File: src/rtl/bragu_pkg.sv
package bragu_pkg;
    typedef enum logic [1:0] {
        ST_IDLE = 2'd0,
        ST_RUN  = 2'd1,
        ST_DONE = 2'd2
    } seq_state_t;

    typedef enum logic [1:0] {
        ES_BYTE  = 2'd0,
        ES_HALF  = 2'd1,
        ES_WORD  = 2'd2,
        ES_DWORD = 2'd3
    } esize_t;
endpackage

File: src/rtl/bitrev_idx.sv
module bitrev_idx #(
    parameter int IW  = 6,
    parameter int LW  = 3
) (
    input  logic [IW-1:0] idx_i,
    input  logic [LW-1:0] len_i,
    output logic [IW-1:0] rev_o
);
    localparam logic [LW-1:0] FULL_LEN = LW'(IW);

    logic [IW-1:0] full_rev;

    generate
        for (genvar b = 0; b < IW; b++) begin : g_mirror
            assign full_rev[IW-1-b] = idx_i[b];
        end
    endgenerate

    // Reverse all IW bits, then drop the positions above len_i.
    assign rev_o = full_rev >> (FULL_LEN - len_i);
endmodule

File: src/rtl/elem_offset.sv
module elem_offset #(
    parameter int AW  = 64,
    parameter int DW  = 16,
    parameter int IW  = 6,
    parameter int RCW = 6
) (
    input  logic [AW-1:0]  base_i,
    input  logic           base_zero_i,
    input  logic [DW-1:0]  disp_i,
    input  logic [1:0]     esize_i,
    input  logic [RCW-1:0] rc_i,
    input  logic [IW-1:0]  rev_i,
    output logic [AW-1:0]  addr_o
);
    logic [AW-1:0] disp_ext;
    logic [AW-1:0] scaled;
    logic [AW-1:0] product;
    logic [AW-1:0] spread;
    logic [AW-1:0] base_term;

    always_comb begin
        disp_ext  = {{(AW-DW){disp_i[DW-1]}}, disp_i};
        scaled    = disp_ext << esize_i;
        product   = scaled * {{(AW-IW){1'b0}}, rev_i};
        spread    = product << rc_i;
        base_term = base_zero_i ? '0 : base_i;
        addr_o    = base_term + spread;
    end
endmodule

File: src/rtl/bitrev_ldaddr_gen.sv
module bitrev_ldaddr_gen
    import bragu_pkg::*;
#(
    parameter int AW     = 64,
    parameter int DW     = 16,
    parameter int MAX_LG = 6,
    parameter int RCW    = 6
) (
    input  logic              clk,
    input  logic              rst_n,
    input  logic              start_i,
    input  logic [AW-1:0]     base_i,
    input  logic              base_is_r0_i,
    input  logic [DW-1:0]     disp_i,
    input  logic [1:0]        esize_i,
    input  logic [RCW-1:0]    rc_i,
    input  logic [MAX_LG:0]   vl_i,
    input  logic              ready_i,
    output logic              valid_o,
    output logic [MAX_LG-1:0] idx_o,
    output logic [AW-1:0]     addr_o,
    output logic              done_o
);
    localparam int IW = MAX_LG;
    localparam int LW = $clog2(MAX_LG + 1);

    seq_state_t state_q, state_d;

    logic [AW-1:0]  base_q;
    logic           bzero_q;
    logic [DW-1:0]  disp_q;
    logic [1:0]     esize_q;
    logic [RCW-1:0] rc_q;
    logic [LW-1:0]  len_q;
    logic [IW-1:0]  idx_q;
    logic [IW-1:0]  last_idx;
    logic [IW-1:0]  rev_idx;
    logic           take;
    logic           at_last;

    function automatic logic [LW-1:0] vl_log2(input logic [MAX_LG:0] vl);
        logic [LW-1:0] l;
        l = '0;
        for (int k = 0; k <= MAX_LG; k++) begin
            if (vl[k]) l = LW'(k);
        end
        return l;
    endfunction

    assign last_idx = (IW'(1) << len_q) - IW'(1);
    assign take     = (state_q == ST_RUN) && ready_i;
    assign at_last  = (idx_q == last_idx);

    // next-state logic
    always_comb begin
        state_d = state_q;
        unique case (state_q)
            ST_IDLE: if (start_i) state_d = ST_RUN;        // START
            ST_RUN:  if (ready_i && at_last) state_d = ST_DONE; // FINISH
            ST_DONE: state_d = ST_IDLE;                    // RETIRE
            default: state_d = ST_IDLE;
        endcase
    end

    // state register
    always_ff @(posedge clk or negedge rst_n) begin
        if (!rst_n) state_q <= ST_IDLE;
        else        state_q <= state_d;
    end

    // operand capture and element counter
    always_ff @(posedge clk or negedge rst_n) begin
        if (!rst_n) begin
            base_q  <= '0;
            bzero_q <= 1'b0;
            disp_q  <= '0;
            esize_q <= '0;
            rc_q    <= '0;
            len_q   <= '0;
            idx_q   <= '0;
        end else if (state_q == ST_IDLE && start_i) begin
            base_q  <= base_i;
            bzero_q <= base_is_r0_i;
            disp_q  <= disp_i;
            esize_q <= esize_i;
            rc_q    <= rc_i;
            len_q   <= vl_log2(vl_i);
            idx_q   <= '0;
        end else if (take && !at_last) begin
            idx_q   <= idx_q + IW'(1);                     // ADVANCE
        end
    end

    bitrev_idx #(.IW(IW), .LW(LW)) i_rev (
        .idx_i (idx_q),
        .len_i (len_q),
        .rev_o (rev_idx)
    );

    logic [AW-1:0] addr_calc;

    elem_offset #(.AW(AW), .DW(DW), .IW(IW), .RCW(RCW)) i_off (
        .base_i      (base_q),
        .base_zero_i (bzero_q),
        .disp_i      (disp_q),
        .esize_i     (esize_q),
        .rc_i        (rc_q),
        .rev_i       (rev_idx),
        .addr_o      (addr_calc)
    );

    // outputs
    always_comb begin
        valid_o = 1'b0;
        done_o  = 1'b0;
        unique case (state_q)
            ST_IDLE: ;
            ST_RUN:  valid_o = 1'b1;
            ST_DONE: done_o  = 1'b1;
            default: ;
        endcase
        idx_o  = idx_q;
        addr_o = addr_calc;
    end

    AST_STALL_HOLD: assert property (@(posedge clk) disable iff (!rst_n)
        valid_o && !ready_i |=> valid_o && $stable(idx_o) && $stable(addr_o));
    AST_FIRST_IDX: assert property (@(posedge clk) disable iff (!rst_n)
        $rose(valid_o) |-> idx_o == '0);
    AST_IDX_STEP: assert property (@(posedge clk) disable iff (!rst_n)
        valid_o && ready_i && !at_last |=> valid_o && idx_o == $past(idx_o) + IW'(1));
    AST_DONE_AFTER_LAST: assert property (@(posedge clk) disable iff (!rst_n)
        valid_o && ready_i && at_last |=> done_o && !valid_o);
    AST_DONE_ONE_CYCLE: assert property (@(posedge clk) disable iff (!rst_n)
        done_o |=> !done_o && !valid_o);
    AST_HOLD_OPERANDS: assert property (@(posedge clk) disable iff (!rst_n)
        valid_o && $past(valid_o) |-> $stable(base_q) && $stable(disp_q) && $stable(rc_q));
endmodule

File: config.mk
export PLATFORM = sky130hd
export DESIGN_NAME = bitrev_ldaddr_gen
export DESIGN_NICKNAME = d
export VERILOG_FILES = /design/src/rtl/bragu_pkg.sv /design/src/rtl/bitrev_idx.sv /design/src/rtl/elem_offset.sv /design/src/rtl/bitrev_ldaddr_gen.sv
export SDC_FILE = /design/constraint.sdc
export NUM_CORES = 1
export LEC_CHECK = 0
export BUFFER_PORTS_ARGS = -buffer_cell sky130_fd_sc_hd__buf_2
export CELL_PAD_IN_SITES_DETAIL_PLACEMENT = 0
export CELL_PAD_IN_SITES_GLOBAL_PLACEMENT = 1
export CORE_MARGIN = 4
export CORE_UTILIZATION = 42
export CTS_BUF_LIST = sky130_fd_sc_hd__clkbuf_8
export DETAILED_ROUTE_END_ITERATION = 10
export GPL_TIMING_DRIVEN = 0
export PLACE_DENSITY = 0.81
export RECOVER_POWER = 100
export SLEW_MARGIN = 30
export SYNTH_ARGS = -nofsm -noshare
export SYNTH_HDL_FRONTEND = slang
export SYNTH_SLANG_ARGS = --single-unit
File: constraint.sdc
create_clock -name clk -period 13.7 [get_ports clk]
set_input_delay 2.74 -clock clk [delete_from_list [all_inputs] [get_ports clk]]
set_output_delay 2.74 -clock clk [all_outputs]
set_load 0.03 [all_outputs]
* After elaboration in Yosys (flattened, before gate mapping)
Index checks and enable logic that the tools add are counted.
Operators by class: shift operators 4, mux-type cells 14, equality and inequality tests 5, multipliers 1, reduce and logical (&&, ||, !) cells 8, add/subtract/negate cells 4
Operator list (number):
- 64-bit adder | 1
- 64-bit by 6-bit multiplier with 64-bit output | 1
- 64-bit two-way mux | 1
- 64-bit by 2-bit left shift with 64-bit output | 1
- 64-bit by 6-bit left shift with 64-bit output | 1
- 3-bit two-way mux | 5
- 6-bit two-way mux | 2
- 6-bit by 1-bit adder with 6-bit output (second input constant) | 1
- 6-bit equality test | 1
- 1-bit by 3-bit left shift with 6-bit output (first input constant) | 1
- 6-bit by 3-bit >> shifter with 6-bit output | 1
- 6-bit by 2-bit subtractor with 6-bit output (second input constant) | 1
- 1-bit logical AND | 4
- 2-bit two-way mux | 2
- 2-bit case mux with 2 select lines | 1
- 1-bit two-way mux | 3
- 3-bit subtractor (first input constant) | 1
- 2-bit by 1-bit equality test with 1-bit output (second input constant) | 1
- 2-bit equality test (second input constant) | 1
- 2-bit logical NOT | 1
- 2-bit by 1-bit != test with 1-bit output (second input constant) | 1
- 2-bit != test (second input constant) | 1
- 2-bit AND reduction | 1
- 2-bit nonzero test | 1
- 1-bit logical NOT | 1
Storage, ports and cells: register bits 100, input port bits 100

* Longest topological paths before layout
Gate-level depths: netlist of run 1.
depth after elaboration 7, mapped depth 45

* Modules after synthesis
A second synthesis of run 1 with hierarchy kept.
Unflattened totals: cell total of the unflattened synthesis 2165, area total of the unflattened synthesis 16190.5 µm²
By module, submodules not included:
- elem_offset | times used 1, cells an instance 1682, area each 11975.2 µm²
- bitrev_ldaddr_gen | times used 1, cells an instance 459, area each 4028.9 µm²
- bitrev_idx | times used 1, cells an instance 24, area each 186.4 µm²

* Worst setup path after synthesis of run 1
OpenSTA, ideal clock, no wires.
path kind reg-to-output, start register len_q[0], end output addr_o[63], data arrival time 10701 ps, path slack 259 ps, cell stages (with the launch flop) 44, path buffers 6, cells stage by stage dfrtp_1 > clkbuf_1 > inv_1 > ha_1 > clkbuf_1 > nor3_1 > a21oi_1 > clkbuf_1 > clkbuf_1 > nor2_1 > fa_1 > fa_1 > fa_1 > ha_1 > buf_6 > a21o_1 > a221o_1 > a221o_1 > [... 8 more ...] > o22ai_1 > a31oi_1 > mux2_2 > a22oi_1 > o21ai_0 > ha_1 > clkbuf_1 > nand4_1 > or3_1 > or3_1 > a211oi_1 > a221oi_1 > a2111oi_0 > o32ai_1 > o21ai_0 > a21oi_1 > xnor2_1 > xnor2_1
Between the ends: longest elaborated chain between the ends 5
RTL lines:
- start, declared | RTL line bitrev_ldaddr_gen.sv:34 | logic [LW-1:0] len_q;
- start signal, assigned | RTL line bitrev_ldaddr_gen.sv:87 | len_q <= vl_log2(vl_i);
- 3-bit subtractor | RTL line bitrev_idx.sv:20 | assign rev_o = full_rev >> (FULL_LEN - len_i);
- 6-bit by 3-bit >> shifter with 6-bit output | RTL line bitrev_idx.sv:20
- 64-bit by 6-bit multiplier with 64-bit output | RTL line elem_offset.sv:24 | product = scaled * {{(AW-IW){1'b0}}, rev_i};
- 64-bit by 6-bit left shift with 64-bit output | RTL line elem_offset.sv:25 | spread = product << rc_i;
- 64-bit adder | RTL line elem_offset.sv:27 | addr_o = base_term + spread;
- end, declared | RTL line bitrev_ldaddr_gen.sv:21 | output logic [AW-1:0] addr_o,
Every way passes these cells.

* Final worst setup path of run 1
Same ends and word-level chain as after synthesis.

==> flow_summary.json, run 1 <==
{
  "status": "finished with violations",
  "violations": "max-capacitance violations, max-slew violations",
  "r2r_end": "idx_o[5]",
  "synthFlopType": "dfrtp_1",
  "drt_iter0_markers": 1323,
  "cts-hold-fix-buffers": 0,
  "overflow": 0,
  "grt_pass1_vias": 15400,
  "fp.coreArea_um2": 36600,
  "fin_nets": 2435,
  "tightest_slew_ps": 3220,
  "netlist_instances": 1936,
  "clkTransAtPathRegs_ps": 110,
  "seq_area_frac_synth_pct": 16.0,
  "cts.sinks": 100,
  "rsz0062_at_grt": "no",
  "max_freq_mhz": 74.9,
  "fin_crit_ps": 13350,
  "diodes": 0,
  "arrival_ps": 10610,
  "grt_pass1_wl_um": 85700,
  "yosysUniqueCellTypes": 78,
  "firstDrtPassIters": 6,
  "syn_to_final_growth_pct": 16.6,
  "design_area_um2": 18200,
  "path_class": "register to output port",
  "htreeDepth": 3,
  "grt_usage_pct": 26.3,
  "port_buffers": 170,
  "synth_edf_count": 0,
  "relSlewSlack_pct": -115,
  "crit_fanout": 6,
  "ys_async_sr_fraction_pct": 100,
  "gp_congestion": 0.992,
  "dieHeight_um": 201,
  "start_util_pct": 42.7,
  "endpoint": "addr_o[63]",
  "slew_violations": 103,
  "final_util_pct": 49.8,
  "syn_nets": 2224,
  "cts-root-buf": "clkbuf_8",
  "ys_warn_count": 0,
  "finalSetupViolCount": 0,
  "wirelength_um": 54000,
  "placed_area_um2": 17100,
  "crit_start": "len_q[0]",
  "hp-class": "register to register",
  "end_kind": "output port",
  "die_area_um2": 40300,
  "hold_violations": 0,
  "ios": 172,
  "postSynthAreaPerCell_um2": 8.07,
  "dp_hpwl_um": 43500,
  "drc_errors": 0,
  "grt_max_degree": 54,
  "slowest_delay_ps": 550,
  "num_rows": 70,
  "timing.final.crit_share_pct": 97.4,
  "worstPathRequired_ps": 10960,
  "wl_per_cell_um": 20.6,
  "fin_skew_ps": 23.9,
  "cts_buffers": 9,
  "antenna_found_initial": 3,
  "maxCapViolations": 2,
  "rr_worst_depth": 12,
  "synthesis.area_um2": 15600,
  "rrSetupSlack_ps": 10810,
  "antenna_left": 0,
  "ys_ff_latch": 100,
  "drive_above_1_share_pct": 22.1,
  "clk_latency_ps": 450,
  "reg2reg_from": "len_q[1]",
  "avgViaCountPerCell": 5.86,
  "hp-start": "base_q[13]",
  "clockBufferDepth": 2,
  "tritoncts": "built",
  "via_count": 15400,
  "startpoint_type": "register",
  "die_width_um": 201,
  "slowest_stage": "fa_1"
}
-- final cells by class --
cell class | count | area, um^2
fill | 3654 | 18400
inverter | 116 | 435
clock inverter | 7 | 52.6
multi-input combinational | 1609 | 12900
timing repair buffer | 216 | 1160
sequential | 100 | 2500
tap | 468 | 586
clock buffer | 9 | 124
buffer | 95 | 444
-- kinds of logic after synthesis --
family / share of synthesized area (%)
muxes: 14.6
DFF: 16.0
AOI/OAI and AO/OA: 20.0
xor gates and xnor gates: 5.05
and+or+nand+nor: 19.5
adders and majority gates: 19.3
buffers and inverters: 5.58
-- per-stage QoR --
step	TNS [ps]	instances	hold WS [ps]	setup WS, ps
after global placement	-30940	2574	484	-2460
final	0	2620	509	353
after CTS	0	2604	513	2.20
after floorplan	0	1936	473	259
after global routing	0	2620	531	7.63
after detailed placement	-32590	2575	487	-2510
-- cell usage in the layout (no fill, tap or decap), types with 11 or more instances in the layout --
cell type  Yosys  layout
nor2_1       230     222
nand2_1      174     170
buf_2          9     135
clkbuf_1      91     112
inv_1        113     112
a21oi_1      123     110
mux2_2       112     109
o21ai_0      118     101
dfrtp_1      100      98
nor2b_1       90      90
fa_1          88      83
ha_1         100      81
a21o_1        60      60
mux2i_1       59      56
xnor2_1       58      55
buf_4          0      44
xor2_1        32      31
nand3_1       28      26
nor3_1        28      26
nand4_1       25      25
nand2b_1      22      22
a211oi_1      24      21
or2_2         20      20
o21a_1        17      17
mux4_2        17      17
a31oi_1       16      15
a21oi_2        1      11
o21bai_1      11      11
ha_2           0      11
-- state kept, by name, summed over array words and instances (netlist names) --
signal and cells:
disp_q 16, rc_q 6, len_q 3, state_q 2
base_q 64, bzero_q 1, esize_q 2, idx_o 6
-- worst min-delay path by stage --
stage	end	slack, ps	cells after the start
floorplan	base_q[62]	470	1
global placement	base_q[25]	480	1
detailed placement	base_q[36]	490	1
CTS	base_q[46]	510	1
global route	base_q[61]	530	1
finish	base_q[13]	510	1
-- synth_stat cells (7+ instances only) --
cell type | count | area share, %
a21o_1 | 60 | 2.9
fa_1 | 88 | 11
xnor2_1 | 58 | 3.3
o22ai_1 | 11 | 0.44
nor2_1 | 230 | 5.5
o21bai_1 | 11 | 0.53
nand2b_1 | 22 | 0.88
nor3_1 | 28 | 0.90
mux2_2 | 112 | 8.1
or2_2 | 20 | 0.80
xor2_1 | 32 | 1.8
mux2i_1 | 59 | 3.8
buf_2 | 9 | 0.29
nand2_1 | 174 | 4.2
inv_1 | 113 | 2.7
o31ai_1 | 9 | 0.43
dfrtp_1 | 100 | 16
a31oi_1 | 16 | 0.64
nand3_1 | 28 | 0.90
o221ai_1 | 11 | 0.62
a21oi_1 | 123 | 3.9
o211a_1 | 7 | 0.45
o21ai_0 | 118 | 3.8
buf_1 | 10 | 0.24
o21a_1 | 17 | 0.82
nand4_1 | 25 | 1.0
a22oi_1 | 10 | 0.48
nor2b_1 | 90 | 3.6
and2_1 | 8 | 0.32
a211oi_1 | 24 | 1.2
or3_1 | 9 | 0.36
ha_1 | 100 | 8.0
clkbuf_1 | 91 | 2.2
mux4_2 | 17 | 2.5
-- repair_timing --
item,CTS,global route
setup endpoints to repair,38,17
gates resized for setup,106,76
cloned,0,1
pin swaps,30,42
setup buffers,25,19
-- layer usage --
metal  GRT usage (%)  share of wire (%)  vias to the layer above
li1                -                  -                     7227
met1            38.4                 47                     7531
met2            40.1                 43                      518
met3            6.24                7.6                       68
met4            5.36                1.7                        6
met5               0              0.080                        -
-- critical path: cells and delay by family (launching register included) --
kind | cells | cell delay, ps
fa+ha+maj | 7 | 2970
compound gates | 15 | 3090
simple gates | 6 | 1140
xor+xnor | 3 | 550
flops | 1 | 470
mux | 3 | 1100
buf+inv | 7 | 840
Power of run 1 is not shown: default switching activity piles up to over one toggle a cycle in this logic, so the estimate is an artifact.
==> run 2: changes to the inputs <==
Settings changed: MAX_ROUTING_LAYER from default to met4.
Clock period 13.7 ns to 11.7 ns, I/O delays scaled along.
==> flow_summary.json, run 2 (same netlist as run 1, synthesis figures left out) <==
{
  "clkTransAtPathRegs_ps": 130,
  "die_width_um": 201,
  "postLayoutSetupSlackWorst_ps": -1200,
  "rr_worst_depth": 11,
  "final_common_cell": "nor2_1",
  "grt_pass1_wl_um": 85900,
  "firstDrtPassIters": 5,
  "fin_nets": 2487,
  "regMostFlops": "base_q",
  "clk_latency_ps": 450,
  "min_path_cells": 1,
  "fin_skew_ps": 17.0,
  "overflow": 0,
  "port_buffers": 170,
  "cts_buffers": 9,
  "tightest_slew_ps": 3230,
  "arrival_ps": 10560,
  "grt_usage_pct": 27.1,
  "path_class": "register to output port",
  "syn_to_final_growth_pct": 25.7,
  "wirelength_um": 55600,
  "crit_buf_inv": 7,
  "dp_slack_ps": -2140,
  "cts.sinks": 100,
  "drive_above_1_share_pct": 29.1,
  "antenna_found_initial": 4,
  "layoutNonFillerInstCount": 2676,
  "end_kind": "output port",
  "wl_per_cell_um": 20.8,
  "slowest_stage": "a211oi_1",
  "gp_congestion": 1.01,
  "htreeDepth": 3,
  "rsz0062_at_grt": "yes",
  "place_inst": 2575,
  "fin_crit_ps": 12900,
  "grt_pass1_vias": 15500,
  "finalSetupViolCount": 33,
  "final_util_pct": 53.6,
  "via_count": 15800,
  "drc_errors": 0,
  "hp-class": "register to register",
  "status": "finished with violations",
  "violations": "max-capacitance violations, max-slew violations, negative setup slack",
  "ios": 172,
  "largest_register_ffs": 64,
  "start_util_pct": 42.7,
  "relSlewSlack_pct": -115,
  "cp.depth": 39,
  "reg_top3": "base_q: 64 flops, disp_q: 16 flops",
  "fp.coreArea_um2": 36600,
  "worstPathRequired_ps": 9360,
  "reg2reg_from": "len_q[1]",
  "dp_hpwl_um": 43500,
  "avgViaCountPerCell": 5.89,
  "hold_violations": 0,
  "crit_fanout": 10,
  "drt_iter0_markers": 1128,
  "maxCapViolations": 2,
  "endpoint": "addr_o[63]",
  "final_cell_mix": "nor2_1 (208), nand2_1 (167), buf_2 (130)",
  "r2r_end": "idx_o[5]",
  "slew_violations": 103,
  "clockBufferDepth": 2,
  "antenna_left": 0,
  "timing.final.crit_share_pct": 110,
  "grt_max_degree": 54,
  "slowest_delay_ps": 780,
  "rrSetupSlack_ps": 8830,
  "crit_start": "len_q[0]",
  "max_freq_mhz": 77.5,
  "startpoint_type": "register",
  "tritoncts": "built",
  "num_rows": 70,
  "die_area_um2": 40300,
  "dieHeight_um": 201,
  "cts-root-buf": "clkbuf_8",
  "cpLargestDelayFamily": "compound AO/OA/AOI/OAI gates"
}
## run 2: changes by cell type in the layout (fill, tap and decap cells not counted), moves of 6 or more
cell,delta
o21ai_1,+11
ha_1,-10
o21ai_2,+8
o21ai_0,-20
clkbuf_1,-24
buf_4,+56
a21oi_1,-10
nor2b_1,-6
buf_6,+22
xnor2_2,+10
ha_4,+10
xnor2_1,-10
nor2_1,-14
nor2_2,+10
## run 2: layer usage
metal	wire length (um)	GRT usage [%]	vias up
met1	25100	37.2	7758
li1	-	-	7350
met2	24500	40.2	571
met5	0	-	-
met3	4850	7.11	89
met4	1220	6.78	0
## run 2: final cells by class
type,count,area [um^2]
Clock buffer,9,124
Antenna cell,4,10.0
Inverter,116,438
Timing Repair Buffer,268,1760
Sequential cell,100,2510
Clock inverter,7,77.6
Buffer,94,488
Multi-Input combinational cell,1610,13600
Tap cell,468,586
Fill cell,3541,17000
## run 2: repair_timing
item                                    CTS  global route
buffers inserted                         56            37
hold buffers                              0             0
resized for setup                       206           160
cloned                                    4             1
endpoints found under the setup margin   45            39
pin swaps                                77            79
## run 2: through the flow
stage | TNS (ps) | hold slack, ps | cell area (um^2)
6_report | -20440 | 510 | 19600
2_1_floorplan | -103 | 473 | 15800
4_1_cts | -17840 | 514 | 18800
3_3_place_gp | -48310 | 483 | 17300
5_1_grt | -33380 | 527 | 19600
3_5_place_dp | -46960 | 488 | 17300
## run 2: worst min-delay path by stage
stage | startpoint | to | slack [ps]
final | base_q[40] | base_q[40] | 510
after global routing | base_q[40] | base_q[40] | 530
after CTS | base_q[40] | base_q[40] | 510
after detailed placement | base_q[40] | base_q[40] | 490
after global placement | base_q[0] | base_q[0] | 480
after floorplan | base_q[62] | base_q[62] | 470
## run 2: worst register-to-register path, cell delays in order, from the launching register on
cell and delay (ps):
dfrtp_1 450, inv_1 170, ha_1 260, nand2b_1 90, ha_1 230, o21ai_0 240
xor2_1 210, nor3_1 100, nor2_1 320, nand4_1 210, or3_1 380, a21oi_1 140
Power of run 2 is left out for the same reason.
==> run 3: changes to the inputs <==
Settings changed: CORE_MARGIN 4 to default.
==> flow_summary.json, run 3 (same netlist as run 1, synthesis figures left out) <==
{
  "relSlewSlack_pct": -110,
  "path_class": "register to output port",
  "dp_slack_ps": -2160,
  "hold_path_end": "base_q[57]",
  "tritoncts": "built",
  "final_util_pct": 54.8,
  "reg2reg_from": "len_q[0]",
  "crit_top_cell": "fa_1",
  "die_width_um": 195,
  "slowest_delay_ps": 540,
  "regMostFlops": "base_q",
  "cts_buffers": 9,
  "drive_above_1_share_pct": 32.2,
  "setup_tns_ps": -17750,
  "dieHeight_um": 195,
  "final_common_cell": "nor2_1",
  "arrival_ps": 10530,
  "overflow": 0,
  "layoutNonFillerInstCount": 2691,
  "clk_latency_ps": 450,
  "ios": 172,
  "slew_violations": 103,
  "crit_fanout": 7,
  "startpoint_type": "register",
  "die_area_um2": 38000,
  "htreeDepth": 3,
  "num_rows": 70,
  "hp-start": "base_q[57]",
  "grt_max_degree": 54,
  "reg_top3": "base_q: 64 flops, disp_q: 16 flops",
  "start_util_pct": 42.7,
  "fin_crit_ps": 12870,
  "largest_register_ffs": 64,
  "r2r_end": "idx_o[5]",
  "grt_usage_pct": 30.3,
  "wl_per_cell_um": 20.9,
  "postLayoutSetupSlackWorst_ps": -1170,
  "slowest_stage": "fa_1",
  "max_freq_mhz": 77.7,
  "fin_skew_ps": 26.3,
  "hp-class": "register to register",
  "maxCapViolations": 2,
  "violations": "max-capacitance violations, max-slew violations, negative setup slack",
  "grt_pass1_wl_um": 87000,
  "worstPathRequired_ps": 9360,
  "wirelength_um": 56200,
  "fin_nets": 2499,
  "timing.final.crit_share_pct": 110,
  "hold_violations": 0,
  "finalSetupViolCount": 30,
  "rr_worst_depth": 12,
  "final_cell_mix": "nor2_1 (201), nand2_1 (167), buf_2 (123)",
  "min_path_cells": 1,
  "via_count": 15700,
  "antenna_left": 0,
  "status": "finished with violations",
  "clkTransAtPathRegs_ps": 130,
  "firstDrtPassIters": 5,
  "cts-root-buf": "clkbuf_8",
  "end_kind": "output port",
  "drt_iter0_markers": 1222,
  "fp.coreArea_um2": 36600,
  "port_buffers": 170,
  "place_inst": 2576,
  "dp_hpwl_um": 43500,
  "drc_errors": 0,
  "clockBufferDepth": 2,
  "tightest_slew_ps": 3150,
  "antenna_found_initial": 7,
  "nFillCells": 3460,
  "syn_to_final_growth_pct": 28.4,
  "grt_pass1_vias": 15500,
  "avgViaCountPerCell": 5.85,
  "gp_congestion": 0.998,
  "cts.sinks": 100,
  "rrSetupSlack_ps": 8770,
  "rsz0062_at_grt": "yes"
}
## run 3: metal layers
layer	global-route usage (%)	up-vias	wire, um
met3	7.67	70	4690
li1	-	7367	-
met1	41.3	7725	25800
met2	44.5	583	24600
met5	-	-	0
met4	7.41	0	1200
## run 3: critical path, delay by kind of cell (launching register included)
kind,cells,cell delay (ps)
AO/OA/AOI/OAI,16,3250
adder cells (fa/ha/maj),7,2870
multiplexers,2,510
buffers and inverters,8,1260
flip-flops,1,460
XOR/XNOR,2,410
AND/OR/NAND/NOR,7,1300
## run 3: stage by stage
stage,hold slack (ps),area (um^2)
after floorplan,473,15800
after global placement,485,17300
after detailed placement,489,17300
after CTS,519,19000
after global routing,530,20100
final,513,20100
## run 3: how the worst max path moves through the flow
stage | start | end | slack [ps] | cells past startpoint
global placement | len_q[0] | addr_o[62] | -2230 | 39
global route | len_q[0] | addr_o[63] | -1480 | 43
CTS | len_q[1] | addr_o[63] | -1180 | 43
detailed placement | len_q[0] | addr_o[62] | -2160 | 38
floorplan | len_q[0] | addr_o[63] | -100 | 41
finish | len_q[0] | addr_o[63] | -1170 | 42
## run 3: final cells by class
| type | count | area (um^2) | share of cell area (%) |
|---|---|---|---|
| Multi-Input combinational cell | 1612 | 14000 | 69.6 |
| Sequential cell | 100 | 2510 | 12.5 |
| Timing Repair Buffer | 282 | 1870 | 9.30 |
| Tap cell | 468 | 586 | 2.92 |
| Buffer | 90 | 472 | 2.35 |
| Inverter | 116 | 438 | 2.18 |
| Clock buffer | 9 | 124 | 0.618 |
| Clock inverter | 7 | 96.3 | 0.480 |
| Antenna cell | 7 | 17.5 | 0.0873 |
## run 3: what timing repair did
action	4_1_cts	5_1_grt
hold buffers	0	0
resized for setup	226	214
gates cloned	4	0
buffers inserted	68	42
endpoints found under the setup margin	45	42
pin swaps	62	91
Power of run 3 is left out for the same reason.
